`src/rtl/mbx_pkg.sv`:
```
package mbx_pkg;

    localparam int NUM_PORTS = 2;
    localparam int PORT_LFT  = 0;
    localparam int PORT_RGT  = 1;

    // Registered pending flag of each receiving port, 1 = interrupt raised
    typedef struct packed {
        logic [NUM_PORTS-1:0] pend;
    } mbx_state_t;

    // Per-port decode result
    typedef struct packed {
        logic send;   // write to the mailbox owned by the peer
        logic recv;   // read of the mailbox owned by this port
    } mbx_hit_t;

endpackage

```
`src/rtl/mbx_port_decode.sv`:
```
module mbx_port_decode
    import mbx_pkg::*;
#(
    parameter int ADDR_W    = 12,
    parameter bit OUT_IS_HI = 1'b1
) (
    input  logic              en,
    input  logic              we,
    input  logic [ADDR_W-1:0] addr,
    output mbx_hit_t          hit
);
    localparam logic [ADDR_W-1:0] ADDR_HI  = {ADDR_W{1'b1}};
    localparam logic [ADDR_W-1:0] ADDR_LO  = {{(ADDR_W-1){1'b1}}, 1'b0};
    localparam logic [ADDR_W-1:0] SEND_ADR = OUT_IS_HI ? ADDR_HI : ADDR_LO;
    localparam logic [ADDR_W-1:0] RECV_ADR = OUT_IS_HI ? ADDR_LO : ADDR_HI;

    always_comb begin
        hit      = '0;
        hit.send = en &&  we && (addr == SEND_ADR);
        hit.recv = en && !we && (addr == RECV_ADR);
    end

endmodule

```
`src/rtl/mbx_flag_next.sv`:
```
module mbx_flag_next (
    input  logic cur_q,
    input  logic set_i,
    input  logic clr_i,
    output logic nxt_d
);
    always_comb begin
        nxt_d = cur_q;
        if (clr_i) nxt_d = 1'b0;
        if (set_i) nxt_d = 1'b1;   // set has priority over clear
    end

endmodule

```
`src/rtl/mbx_int_flags.sv`:
```
module mbx_int_flags
    import mbx_pkg::*;
#(
    parameter int ADDR_W = 12
) (
    input  logic              clk,
    input  logic              rst_n,
    input  logic              lft_en,
    input  logic              lft_we,
    input  logic [ADDR_W-1:0] lft_addr,
    input  logic              rgt_en,
    input  logic              rgt_we,
    input  logic [ADDR_W-1:0] rgt_addr,
    output logic              lft_int_n,
    output logic              rgt_int_n
);
    logic [NUM_PORTS-1:0]  en_v;
    logic [NUM_PORTS-1:0]  we_v;
    logic [ADDR_W-1:0]     addr_v [NUM_PORTS];
    mbx_hit_t              hit_v  [NUM_PORTS];
    logic [NUM_PORTS-1:0]  pend_nxt;
    mbx_state_t            state_d, state_q;

    assign en_v[PORT_LFT]   = lft_en;
    assign en_v[PORT_RGT]   = rgt_en;
    assign we_v[PORT_LFT]   = lft_we;
    assign we_v[PORT_RGT]   = rgt_we;
    assign addr_v[PORT_LFT] = lft_addr;
    assign addr_v[PORT_RGT] = rgt_addr;

    for (genvar g = 0; g < NUM_PORTS; g++) begin : g_port
        // Left sends through the top word, right through the one below
        mbx_port_decode #(
            .ADDR_W    (ADDR_W),
            .OUT_IS_HI (g == PORT_LFT)
        ) u_dec (
            .en   (en_v[g]),
            .we   (we_v[g]),
            .addr (addr_v[g]),
            .hit  (hit_v[g])
        );

        // Flag g belongs to the receiving port g; the peer sets it
        mbx_flag_next u_nxt (
            .cur_q (state_q.pend[g]),
            .set_i (hit_v[NUM_PORTS-1-g].send),
            .clr_i (hit_v[g].recv),
            .nxt_d (pend_nxt[g])
        );
    end

    always_comb begin
        state_d      = state_q;
        state_d.pend = pend_nxt;
    end

    always_ff @(posedge clk or negedge rst_n) begin
        if (!rst_n) state_q <= '0;
        else        state_q <= state_d;
    end

    assign lft_int_n = ~state_q.pend[PORT_LFT];
    assign rgt_int_n = ~state_q.pend[PORT_RGT];

endmodule

```
`config.mk`:
```
export PLATFORM = sky130hd
export DESIGN_NAME = mbx_int_flags
export DESIGN_NICKNAME = d
export VERILOG_FILES = /design/src/rtl/mbx_pkg.sv /design/src/rtl/mbx_port_decode.sv /design/src/rtl/mbx_flag_next.sv /design/src/rtl/mbx_int_flags.sv
export SDC_FILE = /design/constraint.sdc
export NUM_CORES = 1
export LEC_CHECK = 0
export BUFFER_PORTS_ARGS = -buffer_cell sky130_fd_sc_hd__clkbuf_2
export CORE_AREA = 2 2 39 41
export CTS_CLUSTER_SIZE = 30
export DETAILED_ROUTE_END_ITERATION = 10
export DIE_AREA = 0 0 41 43
export PLACE_DENSITY = 0.58
export SLEW_MARGIN = 25
export SYNTH_ARGS = -nofsm -noshare
export SYNTH_HDL_FRONTEND = slang
export SYNTH_HIERARCHICAL = 1
export SYNTH_SLANG_ARGS = --single-unit
```
`constraint.sdc`:
```
create_clock -name clk -period 0.8 [get_ports clk]
set_clock_uncertainty 0.2 [all_clocks]
set_input_delay 0.08 -clock clk [delete_from_list [all_inputs] [get_ports clk]]
set_output_delay 0.08 -clock clk [all_outputs]
set_load 0.03 [all_outputs]
```
Word level (Yosys, flattened, before mapping)
Index checks and enable logic that the tools add are counted.

operators by class
  bitwise operators = 2
  reductions and logical operators = 12
  equality and inequality tests = 4
  mux-type cells = 4

operators with widths
  operator                                     count
  12-bit equality test, second input constant  4
  1-bit logical AND                            8
  1-bit 2-to-1 mux                             4
  2-bit nonzero test                           2
  1-bit logical NOT                            2
  1-bit NOT                                    2

word-level totals
  bits of input ports = 30
  word-level logic and storage cells = 24
  bits in registers = 2

Logic depth before layout (Yosys ltp)
Gate-level depths: netlist of run 1.

  depth in word-level cells = 5
  mapped depth = 4

Cells and area by module
Netlist of run 1, hierarchy kept.

by module, submodules not included
  module                             area each (um^2)  cells an instance  sequential area each (um^2)  times used
  mbx_port_decode (g_port[0].u_dec)  60.1              7                  0.0                          1
  mbx_int_flags                      57.6              4                  50.0                         1
  mbx_port_decode (g_port[1].u_dec)  43.8              7                  0.0                          1
  mbx_flag_next                      11.3              2                  0.0                          2

Worst setup path before layout of run 1
OpenSTA, ideal clock, no wires.

  path kind = input-to-reg
  start = in lft_addr[8]
  end = reg state_q[0] (netlist name)
  library setup time = 0.118 ns
  setup slack = -0.193 ns
  arrival time = 0.675 ns
  stages = 4
  path through = nand4_1 > nor4b_2 > inv_1 > a21o_1

RTL lines
  item                  line                 RTL
  from (decl)           mbx_int_flags.sv:10  input logic [ADDR_W-1:0] lft_addr,
  to (signal assigned)  mbx_int_flags.sv:59  else state_q <= state_d;
  to (decl)             mbx_int_flags.sv:22  mbx_state_t state_d, state_q;

Worst setup path after layout of run 1
  start = reg state_q[0] (netlist name)
  end = out lft_int_n

between the ends
  longest elaborated chain between the ends = 1

RTL lines
  item       line                 RTL
  1-bit NOT  mbx_int_flags.sv:62  assign lft_int_n = ~state_q.pend[PORT_LFT];
  to (decl)  mbx_int_flags.sv:14  output logic lft_int_n,

Every way passes these cells.

==> summary by stage, run 1 <==
Clocking
The root cell of the clock tree is sky130_fd_sc_hd__clkbuf_4. The maximum level of the CTS H-tree is 1. The clock passes through at most 2 buffers.

The clock drives 2 sinks. The clock-pin slew on the worst setup and hold paths is 30 ps. The quantity of hold-fixing buffers added after cts is 1. Clock tree synthesis inserted a total of 3 buffers. TritonCTS built the clock tree. The clock insertion delay at the later pin of the skew report is 230 ps.

Timing
At the pin with the least slew margin, the transition time is ~230 ps. The max-slew headroom at the worst pin is 84.7%. Static timing analysis puts the maximum clock frequency at 932 MHz. The total count of max-transition violations in the final report is 0.

Setup violations remaining at the end of the flow were counted as 4. The final-layout worst hold slack is -23.1 ps. Once routing completed, OpenROAD measured the worst setup slack at -273 ps. Setup repair after global routing could not meet its margin everywhere. The final period utilization is 134%.

For the finished layout, the period the worst path requires is 1070 ps. The final-report hold violation count was 2.

Outcome
The final reports fail on hold timing, setup timing. The run finished, with violations left.

Floorplanning
The die outline height is around 43 um. The starting utilization of the core area is 13.3%. The number of placement rows is 14. From left edge to right edge, the die measures 41 um. The core footprint is 1380 um^2.

The number of top-level pins is 32. The die covers 1760 um^2.

Layout
Ranked by flip-flop count, first place goes to state_q. After the last flow step, the layout net total stands at between 90 and 100. The largest registers in the layout are state_q: 2 flops.

0 antenna diodes ended up in the layout. Relative to the synthesized area, the layout overhead comes to 154%. The number of flip-flops in the largest register is 2. The fraction of final layout cells sized beyond drive strength 1 is 74.2%. The core utilization of the finished layout is 33.7%.

Synthesis
The synthesized-area fraction occupied by xor and xnor cells is 0%. Yosys attributes the largest share of cell area to sky130_fd_sc_hd__dfrtp_1, sky130_fd_sc_hd__nand4_1, sky130_fd_sc_hd__a21o_1. The synthesized net count is 52. The largest total area in the synthesized netlist belongs to sky130_fd_sc_hd__dfrtp_1. The number of enable-type register cells in the synthesized netlist is 0. For this run, the number of Yosys warnings is 6.

Summing the areas of all and, or, nand and nor instances in the mapped netlist gives between 50% and 60% of the synthesized area. Ranked by instance count, the synthesized netlist is headed by sky130_fd_sc_hd__nand4_1, sky130_fd_sc_hd__inv_1. The share of synthesized cell area in full adder, half adder and majority cells is 0%. After synthesis, flip-flops and latches occupy 27.2% of the total area. The average size of a mapped cell is 8.36 um^2. In the synthesized netlist the async set-or-reset flop fraction comes to 100%. The largest family of logic cells by synthesized area is simple AND/OR/NAND/NOR gates. In the synthesized netlist the dominant register cell turns out to be sky130_fd_sc_hd__dfrtp_1. The multiplexer share of the synthesized area is 0%.

The cell with the most instances after synthesis is sky130_fd_sc_hd__nand4_1. The number of instances in the synthesized netlist is 22. The flip-flop and latch count after synthesis is 2. The number of distinct library cells after synthesis is 11. The mapped netlist covers 184 um^2. In this run the biggest area consumer among cell types represents 27.2% of the synthesized area. Summing the areas of all compound-gate instances in the mapped netlist gives under 10% of the synthesized area.

Drt
For this run, the detailed router's first-pass iteration total came to 3. For this run, design rule violations remaining after detail routing come to 0. The count of antenna-violating nets left after detailed routing is 0.

The iteration-0 DRC count of the detailed router is 4. The final routed wirelength across all metal layers is 626 um. The final route contains around 320 vias. The detailed-route vias per instance is 4.08. In the final routed layout, each cell accounts on average for 8.03 um.

Power and ir drop
The post-layout total power is 0.442 mW. The analysis attributes to cell leakage a power of 0.254 nW. Power spread over the standard cell area amounts to 948 nW/um^2.

IR analysis of the VDD net gives a maximum drop of 291 uV.

Global routing
The number of global-route vias before repair is 318. Global routing used 8.91% of the available tracks across all layers. Entering global routing, the biggest net connects 3 pins.

For this run the aggregate overflow at the end of global routing stands at 0. The first global-routing pass estimated approximately 1100 um of wire. The number of antenna violations at the first check in global routing is 0.

Place
The routability congestion estimate from global placement is 0.549. The count of buffers added on input and output ports is 31.

Critical path
The critical path start-end classification is flop to output pin. The worst setup path is launched from a flop. For the worst setup path, the data arrival time is ~790 ps. The required time of the worst setup path is 520 ps. The worst setup path is captured at an output pin. Along the worst path, the maximum fanout reaches 2.

Hold path
The worst hold path class is primary input to async pin.

Job
The reported max-cap violation count is 0.
-- repair_timing --
| item | 4_1_cts | 5_1_grt |
|---|---|---|
| resized for setup | 4 | 4 |
| hold endpoints to repair | 2 | 2 |
| setup buffers | 2 | 0 |
| pin swaps | 1 | 0 |
| endpoints found under the setup margin | 4 | 4 |
-- routing by layer --
layer	routed length, um	vias to the layer above	GRT usage, %
li1	-	165	-
met1	176	147	5.73
met2	411	6	16.6
met3	37	0	4.71
met4	0	0	6.00
met5	0	-	0
-- worst paths after layout --
| check | start | slack [ps] | depth (start not counted) | end |
|---|---|---|---|---|
| max | state_q[0] | -270 | 2 | lft_int_n |
| min | rst_n | -20 | 2 | state_q[1] |
| max reg2reg | state_q[1] | -160 | 2 | state_q[1] |
| min reg2reg | state_q[1] | 380 | 2 | state_q[1] |
| max in group asynchronous | rst_n | 320 | 2 | state_q[0] |
| min in group clk | rgt_we | 20 | 4 | state_q[0] |
-- layout by cell type (no fill, tap or decap) --
master / Yosys / final
sky130_fd_sc_hd__nor4_1: 2 / 1
sky130_fd_sc_hd__nand4_1: 5 / 5
sky130_fd_sc_hd__dfrtp_1: 2 / 2
sky130_fd_sc_hd__a21o_1: 2 / 2
sky130_fd_sc_hd__inv_1: 4 / 2
sky130_fd_sc_hd__nand2b_1: 2 / 1
sky130_fd_sc_hd__inv_2: 0 / 2
sky130_fd_sc_hd__nor4_2: 1 / 2
sky130_fd_sc_hd__buf_6: 0 / 1
sky130_fd_sc_hd__nand2b_4: 0 / 1
sky130_fd_sc_hd__nor4b_2: 1 / 1
sky130_fd_sc_hd__nor2_1: 1 / 1
sky130_fd_sc_hd__buf_8: 0 / 2
sky130_fd_sc_hd__clkbuf_2: 0 / 29
sky130_fd_sc_hd__dlygate4sd3_1: 0 / 1
sky130_fd_sc_hd__nand2_1: 1 / 1
sky130_fd_sc_hd__buf_4: 0 / 4
sky130_fd_sc_hd__nand4_2: 1 / 1
sky130_fd_sc_hd__clkbuf_4: 0 / 3
-- cell families (layout without fill, tap and decap cells) --
kind of cell | after synthesis | after routing
AO/OA/AOI/OAI | 2 | 2
buffers and inverters | 4 | 44
flip-flops | 2 | 2
AND/OR/NAND/NOR | 14 | 14
-- power breakdown --
group,switching (mW),leakage (nW),internal [mW],total (mW)
registers,0.000326,0.0279,0.102,0.103
clock network,0.0665,0.0138,0.166,0.233
logic,0.0362,0.212,0.0706,0.107
total,0.103,0.254,0.339,0.442
-- layout make-up --
class | count | area, um^2
Clock buffer | 3 | 22.5
Fill cell | 148 | 917
Inverter | 4 | 15.0
Multi-Input combinational cell | 16 | 133
Sequential cell | 2 | 50.0
Tap cell | 16 | 20.0
Timing Repair Buffer | 37 | 226
-- metrics by stage --
step                worst slack (ps)  cells  hold WS (ps)  TNS, ps  cell area (um^2)
floorplan                       -193     22          -416     -349               191
global placement                -304     72          -332     -765               389
detailed placement              -318     72          -331     -782               389
CTS                             -282     78         -37.8     -884               454
global route                    -306     78         -7.67     -982               467
finish                          -273     78         -23.1     -846               467
-- worst max-delay path: stages, from the launching register on --
cell and delay, ps:
sky130_fd_sc_hd__dfrtp_1 390, sky130_fd_sc_hd__inv_2 70, sky130_fd_sc_hd__buf_8 110
(Power assumes the default switching activity.)
==> inputs of run 2 (changes only) <==
Settings changed: PLACE_DENSITY 0.58 to 0.56, SYNTH_HIERARCHICAL 1 to default.
==> summary by stage, run 2 <==
Outcome
The run finished, with violations left. The checks that failed: hold timing, setup timing.

Global routing
The number of antenna violations at the first check in global routing is 0 (unchanged). The pin count of the biggest net entering global routing is 3 (unchanged). The routing layer with the top usage in global route is met2. The global-route met2 utilization is 10.6% (-5.9 points). The global-route track usage on met3 is 3.14% (-1.6 points). The global-route wire length before repair is 848 um (-20%). The number of global-route vias before repair was 253 (-20%). The met1 track demand over resource is 8.33% (+2.6 points). The combined global-route utilization of all metal layers is 7.52% (-1.4 points). The global route total overflow came to 0 (unchanged).

Power and ir drop
The maximum vdd drop is 435 uV (+49%). The power per unit of standard cell area is 994 nW/um^2 (+4.9%). The post-layout total power is 0.422 mW (-4.7%). The leakage power is 0.220 nW (-13%).

Timing
The slew at the pin with the worst max-slew slack is 298 ps (+70.5 ps). The least setup slack across all paths after layout is -237 ps (+35.8 ps). The setup violation total in the final timing report is 4 (unchanged). The highest clock frequency the design can meet is 964 MHz (+3.5%). The final-layout worst hold slack was -15.9 ps (+7.21 ps).

The total count of max-transition violations in the final report is 0 (unchanged). The time the worst path needs with I/O delays and setup is 1040 ps (-35.8 ps). The final-report hold violation count is 3 (+1).

Setup repair after global routing could not meet its margin everywhere. The max-slew headroom at the worst pin came to 79.9% (-4.8 points). The final period utilization came to 130% (-4.5 points).

Critical path
The depth of the critical timing path with buffers and inverters included is 2 (unchanged). The category of cells accounting for the largest share of critical-path delay is flip-flops. The peak fanout along the critical path came to 2 (unchanged). The critical path start-end classification is flop to output pin. The delay of the slowest critical-path stage is 360 ps (-30 ps). Traced cell by cell, the critical path runs through inv_2, buf_8. The count of buffer and inverter cells on the critical path is 2 (unchanged). The type of element capturing the critical path is an output pin.

STA classifies the critical path startpoint as a flop. The worst endpoint data arrival time came to 760 ps (-30 ps). Among all stages on the critical path, the largest delay is contributed by sky130_fd_sc_hd__dfrtp_1.

The worst reg2reg path depth is 3 (+1). The required time of the worst setup path is 520 ps (about the same).

Clocking
The TritonCTS clock tree is done. The clock insertion delay at the later pin of the skew report is 220 ps (about the same). The clock-pin slew on the worst setup and hold paths is 30 ps (about the same). The maximum level of the CTS H-tree is 1 (unchanged). The root cell of the clock tree is sky130_fd_sc_hd__clkbuf_4. The TritonCTS sink count is 2 (unchanged). The quantity of hold-fixing buffers added after cts was 1 (unchanged). The number of clock buffers inserted by TritonCTS was 3 (unchanged). The maximum clock path buffer count is 2 (unchanged).

Floorplanning
The floorplan die width came to 41 um (unchanged). The die outline height is 43 um (unchanged). The core footprint is 1380 um^2 (unchanged). The number of top-level pins is 32 (unchanged). The number of placement rows is 14 (unchanged). The overall die area is 1760 um^2 (unchanged). The starting utilization of the core area is 11.3% (-2.0 points).

Drt
The count of antenna-violating nets left after detailed routing is 0 (unchanged). The detailed-route vias per instance is 4.03 (-1.2%). The number of detailed-routing iterations run before antenna repair was 3 (unchanged). The routed length per instance is 8.14 um (+1.4%).

The number of vias after detailed routing was 294 (-7.5%). The detailed-route DRC error count is 0 (unchanged). The final routed wirelength across all metal layers came to 594 um (-5.1%). The iteration-0 DRC count of the detailed router is 8 (+4).

Layout
The most common cell after layout, fill and taps aside is sky130_fd_sc_hd__clkbuf_2. The footprint of the flip-flops and latches is 50.0 um^2 (unchanged). The fraction of final layout cells sized beyond drive strength 1 came to 66.7% (-7.5 points). The area of the multi-input gates is 98.8 um^2 (-25%). The number of flip-flops in the largest register was 2 (unchanged).

The core utilization of the finished layout was 30.7% (-3.1 points). The count of fill cells added during filler insertion was 148 (unchanged). The area added between synthesis and finish is 171%.

The total number of nets in the final design was 89 (-5.3%). Ranked by flip-flop count, first place goes to state_q. The number of antenna repair diodes is 0 (unchanged). The top cell types in the final layout, fill and taps aside, are sky130_fd_sc_hd__clkbuf_2, sky130_fd_sc_hd__nand4_1, sky130_fd_sc_hd__buf_6, sky130_fd_sc_hd__clkbuf_4. The largest registers in the layout are state_q: 2 flops.

Place
The pre-CTS setup slack is -368 ps (-49.5 ps). The routability congestion estimate from global placement is 0.555 (+1.1%). The count of buffers from port buffering came to 31 (unchanged).

Synthesis
The synthesized net count was 50 (-3.8%). By area the synthesized netlist is led by sky130_fd_sc_hd__dfrtp_1, sky130_fd_sc_hd__nand4_1, sky130_fd_sc_hd__or4_1. The number of distinct library cells after synthesis was 11 (unchanged). The cell with the most instances after synthesis is sky130_fd_sc_hd__nand4_1.

The fraction of post-synthesis cell area in the top cell type by area is 32.0% (+4.8 points). After synthesis, the most frequently instantiated cells are sky130_fd_sc_hd__nand4_1, sky130_fd_sc_hd__dfrtp_1, sky130_fd_sc_hd__inv_1, sky130_fd_sc_hd__o21ai_0, sky130_fd_sc_hd__or4_1. The average size of a mapped cell is 7.82 um^2 (-6.5%). For this run, the leading register cell type out of synthesis is sky130_fd_sc_hd__dfrtp_1. The number of instances in the synthesized netlist is 20 (-9.1%). The number of enable-type register cells in the synthesized netlist is 0 (unchanged). The cell area after synthesis came to 156 um^2 (-15%).

The sequential element share of the synthesized area was 32.0% (+4.8 points). The total number of yosys warnings is 0 (-6). The flip-flop and latch count after synthesis is 2 (unchanged).

The cell taking the most area after synthesis is sky130_fd_sc_hd__dfrtp_1. The share of synthesized flip-flops with an asynchronous set or reset is 100% (unchanged).

Job
The reported max-cap violation count is 0 (unchanged).

Hold path
The worst hold path class is primary input to async pin.
## run 2: cell families (layout without fill, tap and decap cells)
| logic type | Yosys count | count (layout) | synth area share [%] |
|---|---|---|---|
| buffers and inverters | 2 | 39 | 4.80 |
| AO/OA/AOI/OAI | 2 | 2 | 6.40 |
| AND/OR/NAND/NOR | 14 | 14 | 56.8 |
| flip-flops | 2 | 2 | 32.0 |
## run 2: layout make-up
type / count / area share [%]
repair buffers: 34 / 53.1
multi-input cells: 16 / 23.3
flip-flops and latches: 2 / 11.8
clock buffers: 3 / 5.31
well taps: 16 / 4.72
inverters: 2 / 1.77
## run 2: per-stage QoR
step | instances | instance area, um^2 | setup TNS, ps
2_1_floorplan | 20 | 156 | -430
3_3_place_gp | 67 | 332 | -833
3_5_place_dp | 67 | 332 | -870
4_1_cts | 73 | 397 | -782
5_1_grt | 73 | 424 | -862
6_report | 73 | 424 | -717
## run 2: routing by layer
metal / vias up / routed length (um)
met5: - / 0
met4: 0 / 0
met3: 0 / 85
met2: 19 / 304
met1: 120 / 204
li1: 155 / -
## run 2: worst paths after layout
check                            from         end  slack [ps]
setup / recovery           state_q[0]   lft_int_n        -240
hold / removal                  rst_n  state_q[1]         -20
setup reg to reg           state_q[1]  state_q[1]        -100
hold reg to reg            state_q[0]  state_q[0]         430
max in group asynchronous       rst_n  state_q[0]         310
min in group clk               lft_we  state_q[1]           0
## run 2: worst register-to-register path, cell delays in order (launching register included)
cell	delay [ps]
sky130_fd_sc_hd__dfrtp_1	360
sky130_fd_sc_hd__inv_2	70
sky130_fd_sc_hd__buf_4	100
sky130_fd_sc_hd__o21ai_1	60
## run 2: repair_timing
action / CTS / global route
setup endpoints to repair: 4 / 4
endpoints found under the hold margin: 3 / 1
gates resized for setup: 5 / 6
pin swaps: 1 / 1
setup buffers: 2 / 0
cloned: 0 / 0
## run 2: power breakdown
part,internal (mW),switching [mW],total [mW]
registers,0.102,0.000167,0.103
clock network,0.165,0.0516,0.217
logic,0.0737,0.0287,0.102
